[config.mk]
export PLATFORM = sky130hd
export DESIGN_NAME = trivium_keystream
export DESIGN_NICKNAME = d
export VERILOG_FILES = /design/src/rtl/trivium_pkg.sv /design/src/rtl/trivium_round.sv /design/src/rtl/trivium_datapath.sv /design/src/rtl/trivium_ctrl.sv /design/src/rtl/trivium_keystream.sv
export SDC_FILE = /design/constraint.sdc
export NUM_CORES = 1
export LEC_CHECK = 0
export BUFFER_PORTS_ARGS = -buffer_cell sky130_fd_sc_hd__buf_2
export CELL_PAD_IN_SITES_DETAIL_PLACEMENT = 0
export CELL_PAD_IN_SITES_GLOBAL_PLACEMENT = 1
export CORE_MARGIN = 2
export CORE_UTILIZATION = 35
export DETAILED_ROUTE_END_ITERATION = 12
export PLACE_DENSITY = 0.77
export SLEW_MARGIN = 25
export SYNTH_ARGS = -nofsm -noshare
export SYNTH_HDL_FRONTEND = slang
export SYNTH_SLANG_ARGS = --single-unit
[constraint.sdc]
create_clock -name clk -period 2.2 [get_ports clk]
set_input_delay 0.22 -clock clk [delete_from_list [all_inputs] [get_ports clk]]
set_output_delay 0.22 -clock clk [all_outputs]
set_load 0.02 [all_outputs]
[src/rtl/trivium_pkg.sv]
package trivium_pkg;

  localparam int LEN_A = 93;
  localparam int LEN_B = 84;
  localparam int LEN_C = 111;
  localparam int KEY_W = 80;
  localparam int WARM_ROUNDS = 4 * (LEN_A + LEN_B + LEN_C);

  // strobes from control to datapath
  typedef struct packed {
    logic load;
    logic step;
  } dpCtl_t;

  typedef enum logic [1:0] {
    ST_IDLE,
    ST_WARM,
    ST_RUN,
    ST_SPENT
  } phase_t;

endpackage

[src/rtl/trivium_round.sv]
module trivium_round
  import trivium_pkg::*;
(
  input  logic [LEN_A:1] aIn,
  input  logic [LEN_B:1] bIn,
  input  logic [LEN_C:1] cIn,
  output logic [LEN_A:1] aOut,
  output logic [LEN_B:1] bOut,
  output logic [LEN_C:1] cOut,
  output logic           rBit
);

  logic tapA, tapB, tapC;
  logic newA, newB, newC;

  // linear part of each register's contribution; position 1 is newest
  assign tapA = aIn[66] ^ aIn[93];
  assign tapB = bIn[69] ^ bIn[84];
  assign tapC = cIn[66] ^ cIn[111];

  assign newA = tapC ^ (cIn[110] & cIn[109]) ^ aIn[69];
  assign newB = tapA ^ (aIn[92] & aIn[91]) ^ bIn[78];
  assign newC = tapB ^ (bIn[83] & bIn[82]) ^ cIn[87];

  assign rBit = tapA ^ tapB ^ tapC;

  assign aOut = {aIn[LEN_A-1:1], newA};
  assign bOut = {bIn[LEN_B-1:1], newB};
  assign cOut = {cIn[LEN_C-1:1], newC};

endmodule

[src/rtl/trivium_datapath.sv]
module trivium_datapath
  import trivium_pkg::*;
#(
  parameter int P    = 8,
  parameter int IV_W = 80
) (
  input  logic             clk,
  input  logic             rst_n,
  input  dpCtl_t           ctl,
  input  logic [KEY_W-1:0] key,
  input  logic [IV_W-1:0]  iv,
  output logic [P-1:0]     ksWord
);

  logic [LEN_A:1] stA, ldA;
  logic [LEN_B:1] stB, ldB;
  logic [LEN_C:1] stC, ldC;

  logic [LEN_A:1] chA [P+1];
  logic [LEN_B:1] chB [P+1];
  logic [LEN_C:1] chC [P+1];

  // load image: newest key/IV bit at position 1
  always_comb begin
    ldA = '0;
    ldB = '0;
    ldC = '0;
    for (int m = 1; m <= KEY_W; m++) ldA[m] = key[KEY_W-m];
    for (int m = 1; m <= IV_W; m++)  ldB[m] = iv[IV_W-m];
    ldC[LEN_C:LEN_C-2] = 3'b111;
  end

  assign chA[0] = stA;
  assign chB[0] = stB;
  assign chC[0] = stC;

  for (genvar t = 0; t < P; t++) begin : g_round
    trivium_round u_round (
      .aIn (chA[t]),   .bIn (chB[t]),   .cIn (chC[t]),
      .aOut(chA[t+1]), .bOut(chB[t+1]), .cOut(chC[t+1]),
      .rBit(ksWord[t])
    );
  end

  always_ff @(posedge clk) begin
    if (!rst_n) begin
      stA <= '0;
      stB <= '0;
      stC <= '0;
    end else if (ctl.load) begin
      stA <= ldA;
      stB <= ldB;
      stC <= ldC;
    end else if (ctl.step) begin
      stA <= chA[P];
      stB <= chB[P];
      stC <= chC[P];
    end
  end


  state_hold_chk: assert property (@(posedge clk) disable iff (!rst_n)
    (!ctl.load && !ctl.step) |=> ($stable(stA) && $stable(stB) && $stable(stC)));

endmodule

[src/rtl/trivium_ctrl.sv]
module trivium_ctrl
  import trivium_pkg::*;
#(
  parameter int P          = 8,
  parameter int LIMIT_LOG2 = 64
) (
  input  logic   clk,
  input  logic   rst_n,
  input  logic   load,
  input  logic   ksReady,
  output dpCtl_t ctl,
  output logic   ksValid,
  output logic   spent
);

  localparam int WARM_CYC = WARM_ROUNDS / P;
  localparam int WC_W     = $clog2(WARM_CYC + 1);
  localparam int WORD_W   = LIMIT_LOG2 - $clog2(P);

  phase_t            phase;
  logic [WC_W-1:0]   warmCnt;
  logic [WORD_W-1:0] wordCnt;
  logic              xfer;

  assign ksValid  = (phase == ST_RUN);
  assign spent    = (phase == ST_SPENT);
  assign xfer     = ksValid && ksReady;
  assign ctl.load = load;
  assign ctl.step = (phase == ST_WARM) || xfer;

  always_ff @(posedge clk) begin
    if (!rst_n) begin
      phase   <= ST_IDLE;
      warmCnt <= '0;
      wordCnt <= '0;
    end else if (load) begin
      phase   <= ST_WARM;
      warmCnt <= '0;
      wordCnt <= '0;
    end else begin
      case (phase)
        ST_WARM: begin
          warmCnt <= warmCnt + 1'b1;
          if (warmCnt == WC_W'(WARM_CYC - 1)) phase <= ST_RUN;
        end
        ST_RUN: if (xfer) begin
          wordCnt <= wordCnt + 1'b1;
          if (&wordCnt) phase <= ST_SPENT;
        end
        default: ;
      endcase
    end
  end


  load_clears_chk: assert property (@(posedge clk) disable iff (!rst_n)
    load |=> (!ksValid && !spent));


  spent_excl_chk: assert property (@(posedge clk) disable iff (!rst_n)
    spent |-> !ksValid);


  spent_sticky_chk: assert property (@(posedge clk) disable iff (!rst_n)
    (spent && !load) |=> spent);

endmodule

[src/rtl/trivium_keystream.sv]
module trivium_keystream
  import trivium_pkg::*;
#(
  parameter int P          = 8,
  parameter int IV_W       = 80,
  parameter int LIMIT_LOG2 = 64
) (
  input  logic             clk,
  input  logic             rst_n,
  input  logic             load,
  input  logic [KEY_W-1:0] key,
  input  logic [IV_W-1:0]  iv,
  input  logic             ksReady,
  output logic             ksValid,
  output logic [P-1:0]     ksWord,
  output logic             spent
);

  dpCtl_t ctl;

  trivium_ctrl #(.P(P), .LIMIT_LOG2(LIMIT_LOG2)) u_ctrl (
    .clk(clk), .rst_n(rst_n), .load(load), .ksReady(ksReady),
    .ctl(ctl), .ksValid(ksValid), .spent(spent)
  );

  trivium_datapath #(.P(P), .IV_W(IV_W)) u_dp (
    .clk(clk), .rst_n(rst_n), .ctl(ctl), .key(key), .iv(iv), .ksWord(ksWord)
  );

  // independent cycle count since the last load, for the warm-up check
  localparam int WARM_CYC = WARM_ROUNDS / P;
  localparam int SL_W     = $clog2(WARM_CYC + 2) + 1;
  logic [SL_W-1:0] sinceLoad;

  always_ff @(posedge clk) begin
    if (!rst_n)                 sinceLoad <= '0;
    else if (load)              sinceLoad <= '0;
    else if (!(&sinceLoad))     sinceLoad <= sinceLoad + 1'b1;
  end


  warm_len_chk: assert property (@(posedge clk) disable iff (!rst_n)
    $rose(ksValid) |-> (sinceLoad == SL_W'(WARM_CYC)));


  stall_hold_chk: assert property (@(posedge clk) disable iff (!rst_n)
    (ksValid && !ksReady && !load) |=> (ksValid && $stable(ksWord)));

endmodule

==> out/qor.yml, run 1 <==
slowest_stage: "dfxtp_1"
status: "finished, violations left"
synth_top_cell_area_share_pct: 44.5
syn_area_per_cell_um2: 8.41
tightest_slew_ns: 0.707
p_seq_share_pct: 45.0
p_comb_share_pct: 9.7
path_cells: "xnor2_1 -> xnor2_1 -> xnor2_1 -> buf_2"
syn_inst: 1921
ios: 174
hpwl_mm: 27.5
fp-row-count: 78
post-place-ws_ns: 0.108
cp_common_cell: "xnor2_1"
leakage_nw: 7.92
fmax_mhz: 454
power_density_mw_per_mm2: 764
cts_tree: "built"
clock_latency_ns: 0.54
grt_pass1_vias: 12900
cts_buffer_depth: 3
die_w_um: 219
ant_nets: 0
hold_slack_ns: 0.00471
placedCellCount: 2609
antenna_found_initial: 2
synthesis.nets: 2087
vdd_drop_max_v: 0.000486
totalWireLength_mm: 40.5
die_area_mm2: 0.0479
yosysMostFrequentCell: "nand2_1"
maxSlewViolCount: 0
rsz0062_at_grt: "false"
clock_power_share_pct: 45.2
path_clk_slew_ns: 0.06
hold_viol: 0
final_nets: 2288
grt_usage_pct: 16.7
grt_pass1_wl_mm: 65.4
synth_cell_types: 44
endpoint_kind: "output port"
setup_ws_ns: -0.00408
yosys.area.top_type: "dfxtp_1"
syn_to_final_growth_pct: 23.3
reg2reg_slack_ns: 0.15
portBuffers: 173
synth_edf_count: 0
critPathArrivalTime_ns: 1.98
crit_path_max_fanout: 3
synthTopCellsByArea: "dfxtp_1 (45%), mux2i_1 (10%), nand2_1 (9.9%)"
start_util_pct: 35.5
finalWeightedCongestion: 0.806
cap_viol_max_count: 0
ys_ff_latch: 359
grt_max_degree: 165
routedWlPerCell_um: 14.7
synth_area_mm2: 0.0161
drc: 0
drtPass1Iterations: 6
die_y_um: 219
criticalPathCategory: "flip-flop to output port"
cp_num_buf_inv: 1
synthArstFlopShare_pct: 0
yosysWarnings: 0
cts-root-buf: "clkbuf_16"
path_delay_family: "XOR/XNOR gates"
grt_overflow: 0
via_per_inst: 4.85
p_switching_mw: 3.62
final_cells: 2753
switching_share_pct: 23.8
vias: 13300
layout-drive-gt1-share_pct: 15.0
crit_path_start_kind: "flip-flop"
yosys-top-cells-count: "nand2_1 (427), dfxtp_1 (359), mux2i_1 (161)"
cts_sinks: 359
coreArea_mm2: 0.0455
slew_headroom_pct: 52.9
synthFlopType: "dfxtp_1"
hold_path.class: "input pin to flip-flop"
ctsHtreeMaxLevel: 2
clock_skew_ns: 0.0107
setup_viol: 1
cts_buffers: 39
finalCritPeriodShare_pct: 100
yosysSeqAreaShare_pct: 44.5
power_mw: 15.2
critPathRequiredTime_ns: 1.98
violations: "setup timing"
cpPeakStageDelay_ns: 0.36
finalCriticalPeriod_ns: 2.20
drtIter0Drc: 826
intPower_mw: 11.6
per-stage QoR:
step	cell area (µm²)	utilization, %	TNS, ns
2_1_floorplan	16100	-	0
3_3_place_gp	17700	39.0	0
3_5_place_dp	17700	39.0	0
4_1_cts	19800	43.6	0
5_1_grt	19900	43.8	0
6_report	19900	43.8	-0.00408
final cells by class:
class,count,area (µm²)
diodes,2,5.00
clock buffers,57,1190
clock inverters,13,171
fillers,4483,25600
inverters,10,37.5
multi-input cells,1420,8460
flip-flops and latches,359,7190
well taps,600,751
repair buffers,292,2110
power groups by stage:
stage	Sequential (mW)	Clock [mW]	Combinational [mW]
floorplan	6.93	0	0.980
global placement	6.99	0	1.36
detailed placement	7.00	0	1.38
CTS	6.85	7.04	1.49
global route	6.87	7.32	1.63
finish	6.86	6.88	1.48
worst paths after layout:
kind	from	to	cells past startpoint
worst min register to register	u_dp.stC[16]$_SDFFE_PP0N_	u_dp.stC[16]$_SDFFE_PP0N_	2
worst max register to register	u_ctrl.wordCnt[25]$_SDFFE_PP0P_	u_ctrl.wordCnt[50]$_SDFFE_PP0P_	6
worst max-delay path	u_dp.stA[59]$_SDFFE_PN0P_	ksWord[7]	4
worst min-delay path	iv[40]	u_dp.stB[40]$_SDFFE_PN0P_	4
cells in the final DEF (no fill, tap or decap), drive strengths merged:
cell type,synthesis,final
nand3,41,41
xnor2,93,93
or3,18,18
buf,57,220
dlygate4sd3,0,71
or4b,1,1
nor4,11,11
a211oi,8,8
nand3b,2,2
o21ai,179,179
and4,5,5
nor2b,3,3
o21a,3,3
xor2,39,39
bufinv,0,4
a21oi,140,140
nor3,11,11
nand2b,2,2
o31ai,4,4
nand4b,1,1
and2,147,147
and3b,1,1
clkbuf,75,58
mux2i,161,161
dfxtp,359,359
or2,1,1
or4,5,5
nor2,77,77
clkinv,0,8
diode,0,2
and3,5,5
nand2,427,427
inv,10,11
and4b,1,1
mux2,1,1
ha,2,2
nand4,31,31
cells by family (layout without fill, tap and decap cells):
group	count (synthesis)	in the layout	synth area share, %
other	0	2	0
AOI/OAI and AO/OA	334	334	10.6
muxes	162	162	10.0
buffers and inverters	142	372	3.86
xor gates and xnor gates	132	132	7.16
DFF	359	359	44.5
adders and majority gates	2	2	0.155
and+or+nand+nor	790	790	23.7
sequential cells by signal, indices dropped and copies added (netlist names):
signal and count:
u_dp.stC 111, u_dp.stB 84, u_ctrl.phase 2, u_ctrl.warmCnt 8, u_dp.stA 93, u_ctrl.wordCnt 61
worst min-delay path: stages:
cell and delay [ns]:
buf_2 0.08, nand2_1 0.04, o21ai_1 0.05, and2_1 0.11
layer usage:
metal / GRT usage (%) / part of all wire, %
met3: 2.36 / 3.9
met1: 22.5 / 47
met2: 28.1 / 47
met5: 0 / 0
met4: 4.37 / 2.0
what timing repair did:
item / in CTS / in global routing
buffers inserted: 0 / 1
hold buffers: 71 / 0
pin swaps: 0 / 2
hold endpoints to repair: 71 / 0
resized for setup: 7 / 8
endpoints found under the setup margin: 7 / 7
Power figures use the tool's default switching activity.
==> inputs of run 2 (changes only) <==
Settings changed: BUFFER_PORTS_ARGS -buffer_cell sky130_fd_sc_hd__buf_2 to -buffer_cell sky130_fd_sc_hd__clkbuf_2.
==> run 2 against run 1 <==
  * The run now ends clean
  * Hold slack gained 0.0098 ns
  * Flip-flop and latch count is the same
  * Clock power shrank 6.7%
  * Combinational power grew 3%
  * Total power shrank 2.7%
  * Register-to-register slack gained 0.03 ns
  * Setup slack gained 0.074 ns
  * Critical path depth is the same
==> out/qor.yml, run 2 (synthesized netlist as in run 1, its figures left out) <==
power_mw: 14.8
worstHoldEndpoint: "u_dp.stB[69]$_SDFFE_PN0P_"
grt_pass1_wl_mm: 66.6
met1Wirelength_mm: 19.9
drtIter0Drc: 799
slew_headroom_pct: 46.8
fmax_mhz: 469
leakage_nw: 8.00
grt_max_degree: 165
seqCellArea_mm2: 0.00719
largest_reg_flops: 111
ctsHtreeMaxLevel: 2
cts_buffer_depth: 3
hold_viol: 0
setup_viol: 0
finalCriticalPeriod_ns: 2.13
ant_nets: 0
fin_tns_setup_ns: 0
top_regs: "u_dp.stC x111, u_dp.stA x93, u_dp.stB x84"
vias: 13300
ios: 174
finalCoreUtilization_pct: 44.0
finalWeightedCongestion: 0.799
endpoint_kind: "output port"
cts_sinks: 359
grt_overflow: 0
fillerInstances: 4530
hold_start: "iv[11]"
cts_tree: "built"
syn_to_final_growth_pct: 23.9
hold_slack_ns: 0.0145
hpwl_mm: 28.1
finalCritPeriodShare_pct: 96.8
criticalPathCategory: "flip-flop to output port"
tightest_slew_ns: 0.798
dr.max_layer_used: "met4"
wl_met2_mm: 19.0
crit_path_start_kind: "flip-flop"
coreArea_mm2: 0.0455
rsz0062_at_grt: "false"
clock_skew_ns: 0.0149
path_clk_slew_ns: 0.06
layout_commonest_cell: "nand2_1"
place_area_mm2: 0.0179
status: "complete, no violations"
drtPass1Iterations: 5
diodes: 0
totalWireLength_mm: 41.0
via_per_inst: 4.81
grt_pass1_vias: 12900
placedCellCount: 2619
power_density_mw_per_mm2: 740
r2r-start: "u_ctrl.wordCnt[8]$_SDFFE_PP0P_"
reg2reg_slack_ns: 0.18
final_cells: 2769
critPathRequiredTime_ns: 1.98
vdd_drop_max_v: 0.000562
ff2ff_path_depth: 5
final_nets: 2309
portBuffers: 173
die_area_mm2: 0.0479
clock_latency_ns: 0.54
crit_path_max_fanout: 2
cap_viol_max_count: 0
grt_usage_pct: 17.0
largest-register: "u_dp.stC"
finish.instance_area_mm2: 0.0200
maxSlewViolCount: 0
drc: 0
most-common-layout-cells: "nand2_1 (427), dfxtp_1 (359), clkbuf_2 (171)"
start_util_pct: 35.5
post-place-ws_ns: 0.125
die_w_um: 219
antenna_found_initial: 0
min_path_cells: 4
cts_buffers: 38
hold_path.class: "input pin to flip-flop"
routedWlPerCell_um: 14.8
multi_input_area_mm2: 0.00845
critPathArrivalTime_ns: 1.91
r2r_end: "u_ctrl.wordCnt[57]$_SDFFE_PP0P_"
fp-row-count: 78
layout-drive-gt1-share_pct: 14.8
cts-root-buf: "clkbuf_16"
setup_ws_ns: 0.0694
wl_met3_mm: 1.36
die_y_um: 219
[run 2: cell count changes in the layout (fill, tap and decap cells not counted), moves of 2 or more]
cell / before / now
buf_2: 171 / 0
clkbuf_2: 0 / 171
dlygate4sd3_1: 71 / 83
buf_4: 36 / 42
clkbuf_1: 6 / 11
buf_12: 13 / 17
clkbuf_8: 11 / 7
clkinv_2: 8 / 5
clkbuf_16: 41 / 39
dfxtp_1: 357 / 359
dfxtp_2: 2 / 0
diode_2: 2 / 0
[run 2: routing by layer]
| layer | vias to the layer above | track usage, % |
|---|---|---|
| met5 | - | 0 |
| met4 | 0 | 4.21 |
| met3 | 50 | 2.25 |
| met2 | 211 | 28.0 |
| met1 | 6225 | 23.6 |
| li1 | 6842 | - |
[run 2: area by class of cell]
class	count	share of cell area, %
clock buffers	56	5.50
clock inverters	10	0.656
inverters	10	0.188
multi-input cells	1420	42.2
flip-flops and latches	359	35.9
well taps	600	3.75
repair buffers	314	11.8
[run 2: timing repair]
action / 4_1_cts / 5_1_grt
hold buffers: 83 / 0
buffers inserted: 0 / 1
pin swaps: 0 / 1
hold endpoints to repair: 83 / 0
resized for setup: 8 / 4
setup endpoints to repair: 6 / 5
gates cloned: 0 / 0
[run 2: worst max-delay path by stage]
stage,start,to,cells past startpoint
detailed placement,u_ctrl.wordCnt[8]$_SDFFE_PP0P_,u_ctrl.wordCnt[60]$_SDFFE_PP0P_,5
finish,u_dp.stA[63]$_SDFFE_PN0P_,ksWord[3],4
global route,u_dp.stC[62]$_SDFFE_PP0N_,ksWord[4],4
CTS,u_dp.stC[63]$_SDFFE_PP0N_,ksWord[3],4
floorplan,u_ctrl.phase[0]$_SDFFE_PN0P_,u_dp.stB[30]$_SDFFE_PN0P_,8
global placement,u_ctrl.wordCnt[28]$_SDFFE_PP0P_,u_ctrl.wordCnt[60]$_SDFFE_PP0P_,5
[run 2: critical path: stages, from the launching register on]
cell,delay (ns)
dfxtp_1,0.35
xnor2_1,0.36
xnor2_2,0.16
xnor2_1,0.28
clkbuf_2,0.23
[run 2: power breakdown]
part	internal (mW)	total [mW]	switching, mW	leakage [nW]
registers	6.70	6.85	0.158	2.92
clock network	3.81	6.42	2.60	0.603
logic	0.734	1.53	0.799	4.47
